==> src/rtl/sgi_router.sv <==
module sgi_router #(
  parameter int NCORES = 8,
  parameter logic [NCORES*32-1:0] CORE_AFF = {
    32'h0000_0114, 32'h0102_0100, 32'h0000_0105, 32'h0000_0100,
    32'h0000_000F, 32'h0000_0002, 32'h0000_0001, 32'h0000_0000
  },
  localparam int CW = (NCORES > 1) ? $clog2(NCORES) : 1
) (
  input  logic              clk,
  input  logic              rst_n,
  input  logic              req_valid,
  input  logic [63:0]       req_data,
  input  logic [1:0]        req_port,
  input  logic [CW-1:0]     req_core,
  input  logic              req_ns,
  input  logic              sec_disable,
  output logic [NCORES-1:0] dlv_vec,
  output logic [3:0]        dlv_id,
  output logic [1:0]        dlv_grp,
  output logic              dlv_ns
);
  localparam int LIST_W  = 16;
  localparam int BCAST_B = 40;
  localparam logic [1:0] G0  = 2'd0;
  localparam logic [1:0] G1S = 2'd1;
  localparam logic [1:0] G1N = 2'd2;

  wire [23:0] req_upper = {req_data[55:48], req_data[39:32], req_data[23:16]};
  wire        bcast     = req_data[BCAST_B];
  wire [LIST_W-1:0] tlist = req_data[LIST_W-1:0];
  wire        port_ok   = (req_port != 2'd3);
  wire        accept    = req_valid && port_ok;
  wire        unused_bits = ^{req_data[63:56], req_data[47:41], req_data[31:28]};

  logic [NCORES-1:0] hit;

  for (genvar g = 0; g < NCORES; g++) begin : g_core
    localparam logic [31:0] AFF = CORE_AFF[g*32 +: 32];
    localparam bit REACH = (AFF[7:0] < LIST_W);
    wire self = (req_core == CW'(g));
    wire tgt;
    if (REACH) begin : g_reach
      assign tgt = (AFF[31:8] == req_upper) && tlist[AFF[3:0]];
    end else begin : g_unreach
      assign tgt = 1'b0;
      p_far_core_r4: assert property (@(posedge clk) disable iff (!rst_n)
        (req_valid && !req_data[BCAST_B]) |=> !dlv_vec[g]);
    end
    assign hit[g] = bcast ? !self : tgt;
  end

  logic [1:0] grp_raw, grp_res;
  always_comb begin
    case (req_port)
      2'd0:    grp_raw = G0;
      2'd1:    grp_raw = req_ns ? G1N : G1S;
      2'd2:    grp_raw = req_ns ? G1S : G1N;
      default: grp_raw = G0;
    endcase
    grp_res = (sec_disable && grp_raw == G1S) ? G0 : grp_raw;
  end

  always_ff @(posedge clk or negedge rst_n) begin
    if (!rst_n) begin
      dlv_vec <= '0;
      dlv_id  <= '0;
      dlv_grp <= G0;
      dlv_ns  <= 1'b0;
    end else begin
      dlv_vec <= accept ? hit : '0;
      if (accept) begin
        dlv_id  <= req_data[27:24];
        dlv_grp <= grp_res;
        dlv_ns  <= req_ns;
      end
    end
  end

  p_pulse_r11: assert property (@(posedge clk) disable iff (!rst_n)
    !req_valid |=> dlv_vec == '0);
  p_port3_r12: assert property (@(posedge clk) disable iff (!rst_n)
    (req_valid && req_port == 2'd3) |=> dlv_vec == '0);
  p_noself_r5: assert property (@(posedge clk) disable iff (!rst_n)
    (accept && req_data[BCAST_B] && req_core < NCORES)
      |=> !dlv_vec[$past(req_core)] && $countones(dlv_vec) == NCORES - 1);
  p_id_r2: assert property (@(posedge clk) disable iff (!rst_n)
    accept |=> dlv_id == $past(req_data[27:24]));
  p_ns_r10: assert property (@(posedge clk) disable iff (!rst_n)
    accept |=> dlv_ns == $past(req_ns));
  p_g0_r6: assert property (@(posedge clk) disable iff (!rst_n)
    (req_valid && req_port == 2'd0) |=> dlv_grp == G0);
  p_dis_r9: assert property (@(posedge clk) disable iff (!rst_n)
    (accept && sec_disable) |=> dlv_grp != G1S);
  p_grp_legal_r7: assert property (@(posedge clk) disable iff (!rst_n)
    dlv_grp != 2'd3);
endmodule

==> config.mk <==
export PLATFORM = sky130hd
export DESIGN_NAME = sgi_router
export DESIGN_NICKNAME = d
export VERILOG_FILES = /design/src/rtl/sgi_router.sv
export SDC_FILE = /design/constraint.sdc
export NUM_CORES = 1
export LEC_CHECK = 0
export BUFFER_PORTS_ARGS = -buffer_cell sky130_fd_sc_hd__buf_2
export CAP_MARGIN = 15
export CORE_MARGIN = 5
export CORE_UTILIZATION = 33
export CTS_CLUSTER_SIZE = 14
export DETAILED_ROUTE_END_ITERATION = 10
export PLACE_DENSITY_LB_ADDON = 0.08
export SETUP_SLACK_MARGIN = 0.3
export SKIP_LAST_GASP = 1
export SYNTH_ARGS = -nofsm -noshare
export SYNTH_HDL_FRONTEND = slang
export SYNTH_SLANG_ARGS = --single-unit
==> constraint.sdc <==
create_clock -name clk -period 1.2 [get_ports clk]
set_input_delay 0.12 -clock clk [delete_from_list [all_inputs] [get_ports clk]]
set_output_delay 0.12 -clock clk [all_outputs]
set_load 0.03 [all_outputs]
==> implementation parameters, run 1 <==
Parameter                              Value

Placement
  Instance area after placement    0.001119 mm²
  Post-Place Setup Slack    -0.1017 ns
  Count of buffers inserted at the top-level ports    58
  Placer Congestion    0.7780
  Number of cells in the design after placement    171
  HPWL Detailed    1.732 mm

Routing
  Total wire length    2.107 mm
  Number of detailed-route iterations in the first pass    4
  Metal-1 WL    757 µm
  Number of remaining DRC errors    0
  Detailed route wirelength on metal2    1.206 mm
  Highest signal layer in the routed design    met4
  Average detailed-routed wire length per instance    11.90 µm
  Detail Route Antenna Nets    0
  Vias after detailed routing    870
  Routed wl met3    116 µm
  Vias per cell    4.915
  Starting DRC count in detailed routing    12

Clocking
  Clock edge transition at the registers on the reported setup and hold paths    0.08 ns
  Max Root-Sink Buffers    2
  Clock Sinks    15
  Clock Latency Late Sink    0.27 ns
  Maximum level of the CTS H-tree    1
  TritonCTS clock tree    yes
  Num CTS Buffers    3
  Root buf cell    clkbuf_4

Final layout
  Proportion of layout cells with a drive suffix above 1    51.01%
  # nets final    224
  Area added between synthesis and finish    61.03%
  Diodes inserted    0
  Multi-input gate area in the final layout    412.9 µm²
  Layout Cell Area excl Fill    0.001287 mm²
  Number of fillers in the final layout    223
  Core utilization of the finished layout    57.10%
  Final std cells w/o fill    177
  Reg area    376.6 µm²

Global routing
  Maximum number of pins on one net before global-route repair    16
  Number of antenna violations at the first check in global routing    0
  Remaining global-route overflow    0
  Global-route wire length before repair    3.450 mm
  Number of global-route vias before repair    880
  Global router's overall resource usage    12.63%

Logic synthesis
  Area share of the leading cell type in the synthesized netlist    46.95%
  Ranking of synthesized cells by area    dfrtp_1 47%, nand2_1 11%, nand3_1 3.1%, nand4b_4 3.0%, buf_6 2.8%
  Post-Synthesis Mean Instance Area    9.406 µm²
  Total nets after synthesis    159
  Biggest area consumer among synthesized cells    dfrtp_1
  Proportion of synthesized flip-flops having asynchronous set or reset    100.0%
  Primary FF master, synth    dfrtp_1
  Yosys reg bits    15
  Combined area of all synthesized cells    799.5 µm²
  Cell count after synthesis    85
  Yosys Warn Count    0
  Sequential-to-total area share from yosys stat    46.95%
  Post-synth EDFFs    0
  Count of unique library cells instantiated by Yosys    25

Power
  Power spent charging and discharging nets    0.3791 mW
  Proportion of power drawn by combinational gates    31.4%
  Power density cells    964.4 mW/mm²
  Register share of total power    46.3%
  Post-layout total power    1.242 mW
  Static leakage power    0.6782 nW
  Relative contribution of the clock network to total power    22.2%
  Cell Int Power    0.8626 mW
  Peak supply drop    0.0004525 V
  Share of total power consumed by net switching    30.53%

Die
  Placeable Area    0.002255 mm²
  Die area    0.003507 mm²
  Number of I/O pins    89
  Starting utilization of the core area    35.46%
  Height of the chip    59.22 µm
  FP Rows    17
  Chip Width    59.22 µm

Timing
  Slew margin rel.    73.85%
  Post-layout minimum cycle time    1.015 ns
  Setup repair after global routing missed its margin    true
  Number of endpoints failing setup at the final stage    0
  Worst Tran Pin Value    0.3873 ns
  Final worst-path cycle share    84.56%
  Maximum operating frequency    0.9855 GHz
  Worst path setup slack after routing    0.1853 ns
  Final clock skew    0 ns
  Number of hold-slack violations in the final timing report    0
  Final slew viol count    0

Critical path
  Category of the critical setup timing path    in -> reg
  Worst Path Max Fanout    4
  Endpoint class of the critical path    flop
  Startpoint types    input port
  WP data required    1.40 ns
  Arrival time at the worst endpoint    1.22 ns

Run
  Number of max-capacitance violations reported    0

Hold path
  Worst Hold Class    in -> reg

Outcome
  Result of the run    finished, final reports clean
metal layers:
layer	up-vias	track usage, %
li1	439	-
met1	405	13.01
met2	24	24.18
met3	2	1.089
met4	0	7.443
met5	-	0
per-stage QoR:
stage / TNS (ns) / hold slack [ns]
5_1_grt: 0 / 0.02484
3_3_place_gp: -0.5200 / 0.03401
6_report: 0 / 0.03049
3_5_place_dp: -0.5057 / 0.03405
2_1_floorplan: 0 / -0.1756
4_1_cts: 0 / 0.02553
cells by family after synthesis:
family | count (synthesis) | share of synthesized area, %
AO/OA/AOI/OAI | 15 | 11.58
multiplexers | 1 | 1.252
flip-flops | 15 | 46.95
buffers and inverters | 4 | 3.756
AND/OR/NAND/NOR | 50 | 36.46
power by group through the flow:
stage	logic (mW)	clock network, mW	registers [mW]
floorplan	0.0877	0	0.663
finish	0.390	0.276	0.575
CTS	0.389	0.288	0.575
global placement	0.322	0	0.574
global route	0.427	0.309	0.580
detailed placement	0.327	0	0.575
area by class of cell:
class,instances,share of cell area [%]
Clock buffer,4,2.041
Inverter,2,0.5831
Multi-Input combinational cell,66,32.07
Sequential cell,15,29.25
Tap cell,28,2.721
Timing Repair Buffer,62,33.33
worst max-delay path: stages:
cell and delay [ns]:
buf_6 0.09, or4_4 0.53, nor2_4 0.18, nand4b_4 0.15
o21ai_1 0.14
path summary, 6_finish.rpt:
kind | startpoint | slack [ns] | depth (start not counted) | end
worst max-delay path | req_data[50] | 0.19 | 5 | dlv_vec[1]
worst min-delay path | req_data[27] | 0.03 | 3 | dlv_id[3]
worst max register to register | dlv_grp[0] | 0.25 | 3 | dlv_grp[0]
worst min register to register | dlv_id[1] | 0.51 | 2 | dlv_id[1]
max in group asynchronous | rst_n | 0.67 | 2 | dlv_grp[0]
min in group asynchronous | rst_n | 0.27 | 2 | dlv_id[0]
layout by cell type (no fill, tap or decap), types with 3 or more instances in the layout:
cell type / count
and3_1: 3
buf_6: 17
nand3_1: 5
buf_4: 3
buf_2: 41
dfrtp_1: 14
nor3_1: 3
nand2_1: 23
o21ai_2: 3
clkbuf_4: 3
nor2_1: 3
state kept, by name, summed over array words and instances, names as in the netlist:
register,cells
dlv_grp,2
dlv_id,4
dlv_ns,1
dlv_vec,8
synthesized netlist by cell type (3+ instances only):
library cell  count
dfrtp_1          15
and3_1            3
nor2_1            3
a21oi_1           4
nand3_1           5
o21ai_1           4
nor3_1            3
nand2_1          23
repair_timing:
item | in CTS | in global routing
endpoints found under the setup margin | 23 | 23
buffers inserted | 1 | 0
hold buffers | 1 | 0
endpoints found under the hold margin | 15 | 0
gates resized for setup | 33 | 4
pin swaps | 4 | 4
Note: power is estimated with default switching activity, not from simulation.
==> inputs of run 2 (changes only) <==
Settings changed: CORE_UTILIZATION 33 to 30.
Clock period 1.2 ns to 0.9 ns, I/O delays scaled along.
==> run 2 against run 1 <==
  * The flow now finishes with violations (hold timing, setup timing)
  * Clock power rose by 34%
  * Critical path depth did not move
  * Non-clock buffer count rose by 5
  * Clock-buffer cell count fell by 1
  * Highest routed layer unchanged
  * Sequential share of layout area fell by 0.93 points
  * Global-route usage fell by 0.31 points
  * Wire length rose by 3.9%
  * Clock skew did not move
  * Utilization fell by 3.3 points
  * Total power rose by 37%
==> implementation parameters, run 2 (synthesis results as in run 1) <==
Parameter                              Value

Outcome
  Result of the run    finished, violations left
  Failing checks    hold timing, setup timing

Power
  Power density cells    1256 mW/mm²
  Proportion of power drawn by combinational gates    32.6%
  Static leakage power    0.6963 nW
  Relative contribution of the clock network to total power    21.7%
  Share of total power consumed by net switching    31.09%
  Peak supply drop    0.0007244 V
  Cell Int Power    1.174 mW
  Power spent charging and discharging nets    0.5297 mW
  Register share of total power    45.7%

Clocking
  Clock Latency Late Sink    0.28 ns
  Clock edge transition at the registers on the reported setup and hold paths    0.09 ns
  Max Root-Sink Buffers    2
  Num CTS Buffers    3
  Clock Sinks    15
  TritonCTS clock tree    yes
  Root buf cell    clkbuf_4
  Maximum level of the CTS H-tree    1

Critical path
  Worst Path Max Fanout    4
  Worst path buffer plus inverter count    1
  Critical path launch point    req_data[50]
  Critical Path Sink    dlv_vec[0]
  Slack of the worst reg-to-reg path    -0.04 ns
  Arrival time at the worst endpoint    1.18 ns
  CP max stage delay    0.53 ns
  Cell-by-cell trace of the critical path    buf_6 > or4_4 > nor2_4 > nand4b_4 > o21ai_1
  Slowest cell on the critical path    or4_4
  Reg2reg start    dlv_grp[0]
  Endpoint class of the critical path    flop
  Top Family by Delay on Critical Path    simple AND/OR/NAND/NOR gates
  Startpoint types    input port
  FF-to-FF End    dlv_grp[0]
  WP data required    1.11 ns
  Logic depth of the worst setup path including buffers    5
  Category of the critical setup timing path    in -> reg
  Depth of the most critical reg-to-reg path    3

Die
  Starting utilization of the core area    31.70%
  Chip Width    61.63 µm
  Number of I/O pins    89
  FP Rows    18
  Height of the chip    61.63 µm
  Placeable Area    0.002522 mm²
  Die area    0.003798 mm²

Final layout
  Area added between synthesis and finish    69.64%
  Proportion of layout cells with a drive suffix above 1    59.74%
  Final std cells w/o fill    184
  Most frequent cells in the layout    42 x buf_2, 19 x nand2_1, 18 x buf_6
  Register with the highest flop count    dlv_vec
  Max reg flops    8
  Core utilization of the finished layout    53.77%
  # nets final    229
  Registers with the most flip-flops    dlv_vec (8), dlv_id (4), dlv_grp (2)
  Commonest non-fill, non-tap cell in the layout    buf_2
  Diodes inserted    0
  Number of fillers in the final layout    244

Timing
  Worst Tran Pin Value    0.3652 ns
  Final clock skew    0 ns
  Final worst-path cycle share    108.1%
  Worst path setup slack after routing    -0.07276 ns
  Final slew viol count    0
  Maximum operating frequency    1.028 GHz
  Final hold slack    -0.003699 ns
  Setup repair after global routing missed its margin    true
  Post-layout minimum cycle time    0.9728 ns
  Number of hold-slack violations in the final timing report    1
  Number of endpoints failing setup at the final stage    16
  Slew margin rel.    75.59%

Global routing
  Number of antenna violations at the first check in global routing    0
  Global router's overall resource usage    12.32%
  Maximum number of pins on one net before global-route repair    16
  Global-route wire length before repair    3.491 mm
  Number of global-route vias before repair    833
  Remaining global-route overflow    0

Placement
  HPWL Detailed    1.850 mm
  Count of buffers inserted at the top-level ports    58
  Placer Congestion    0.6882
  Number of cells in the design after placement    176

Routing
  Average detailed-routed wire length per instance    11.90 µm
  Number of remaining DRC errors    0
  Vias per cell    4.766
  Detail Route Antenna Nets    0
  Total wire length    2.190 mm
  Vias after detailed routing    877
  Number of detailed-route iterations in the first pass    4
  Starting DRC count in detailed routing    31

Run
  Number of max-capacitance violations reported    0

Hold path
  Worst Hold Class    in -> reg
## run 2: metrics by stage
stage               setup WS, ns  area [µm²]  hold WS, ns  TNS, ns  power [mW]
floorplan                -0.1845       824.5      -0.2056   -1.303       1.013
global placement         -0.3320        1167     0.006414   -2.272       1.220
detailed placement       -0.3666        1167     0.008990   -2.486       1.228
CTS                     -0.06640        1328     -0.01017  -0.7461       1.719
global route             -0.1156        1356    0.0007079   -1.471       1.821
finish                  -0.07276        1356    -0.003699  -0.5921       1.704
## run 2: worst min path at each step
stage / startpoint / end / slack (ns) / cells past startpoint
global placement: rst_n / dlv_grp[0] / 0.006 / 1
global route: req_data[25] / dlv_id[1] / 0.0007 / 3
floorplan: rst_n / dlv_grp[0] / -0.21 / 0
finish: req_data[25] / dlv_id[1] / -0.004 / 3
CTS: req_data[25] / dlv_id[1] / -0.01 / 3
detailed placement: rst_n / dlv_grp[0] / 0.009 / 1
## run 2: layout make-up
type | count | area (µm²) | share of cell area, %
repair buffers | 67 | 467.9 | 34.50
clock buffers | 3 | 22.52 | 1.661
multi-input cells | 66 | 426.7 | 31.46
inverters | 2 | 12.51 | 0.9225
well taps | 30 | 37.54 | 2.768
flip-flops and latches | 15 | 384.1 | 28.32
clock inverters | 1 | 5.005 | 0.3690
## run 2: worst reg2reg max path: cells and delay by family (launching register included)
family / cells / cell delay [ns]
simple gates: 1 / 0.06
flops: 1 / 0.44
compound gates: 2 / 0.34
## run 2: per-layer routing
layer	track usage [%]	up-vias	wire length, µm
met2	20.18	25	1202
met3	2.306	2	144
li1	-	451	-
met1	14.94	399	830
met5	0	-	0
met4	7.273	0	12
## run 2: power groups by stage
stage	Combinational, mW	Sequential, mW	Clock, mW
after floorplan	0.122	0.891	0
after global placement	0.448	0.772	0
after detailed placement	0.454	0.774	0
after CTS	0.541	0.775	0.403
after global routing	0.606	0.784	0.431
final	0.556	0.779	0.369
## run 2: what timing repair did
action / CTS / global route
pin swaps: 7 / 5
buffers inserted: 1 / 2
hold buffers: 1 / 0
gates resized for setup: 35 / 5
gates cloned: 0 / 0
endpoints found under the setup margin: 29 / 29
endpoints found under the hold margin: 18 / 0
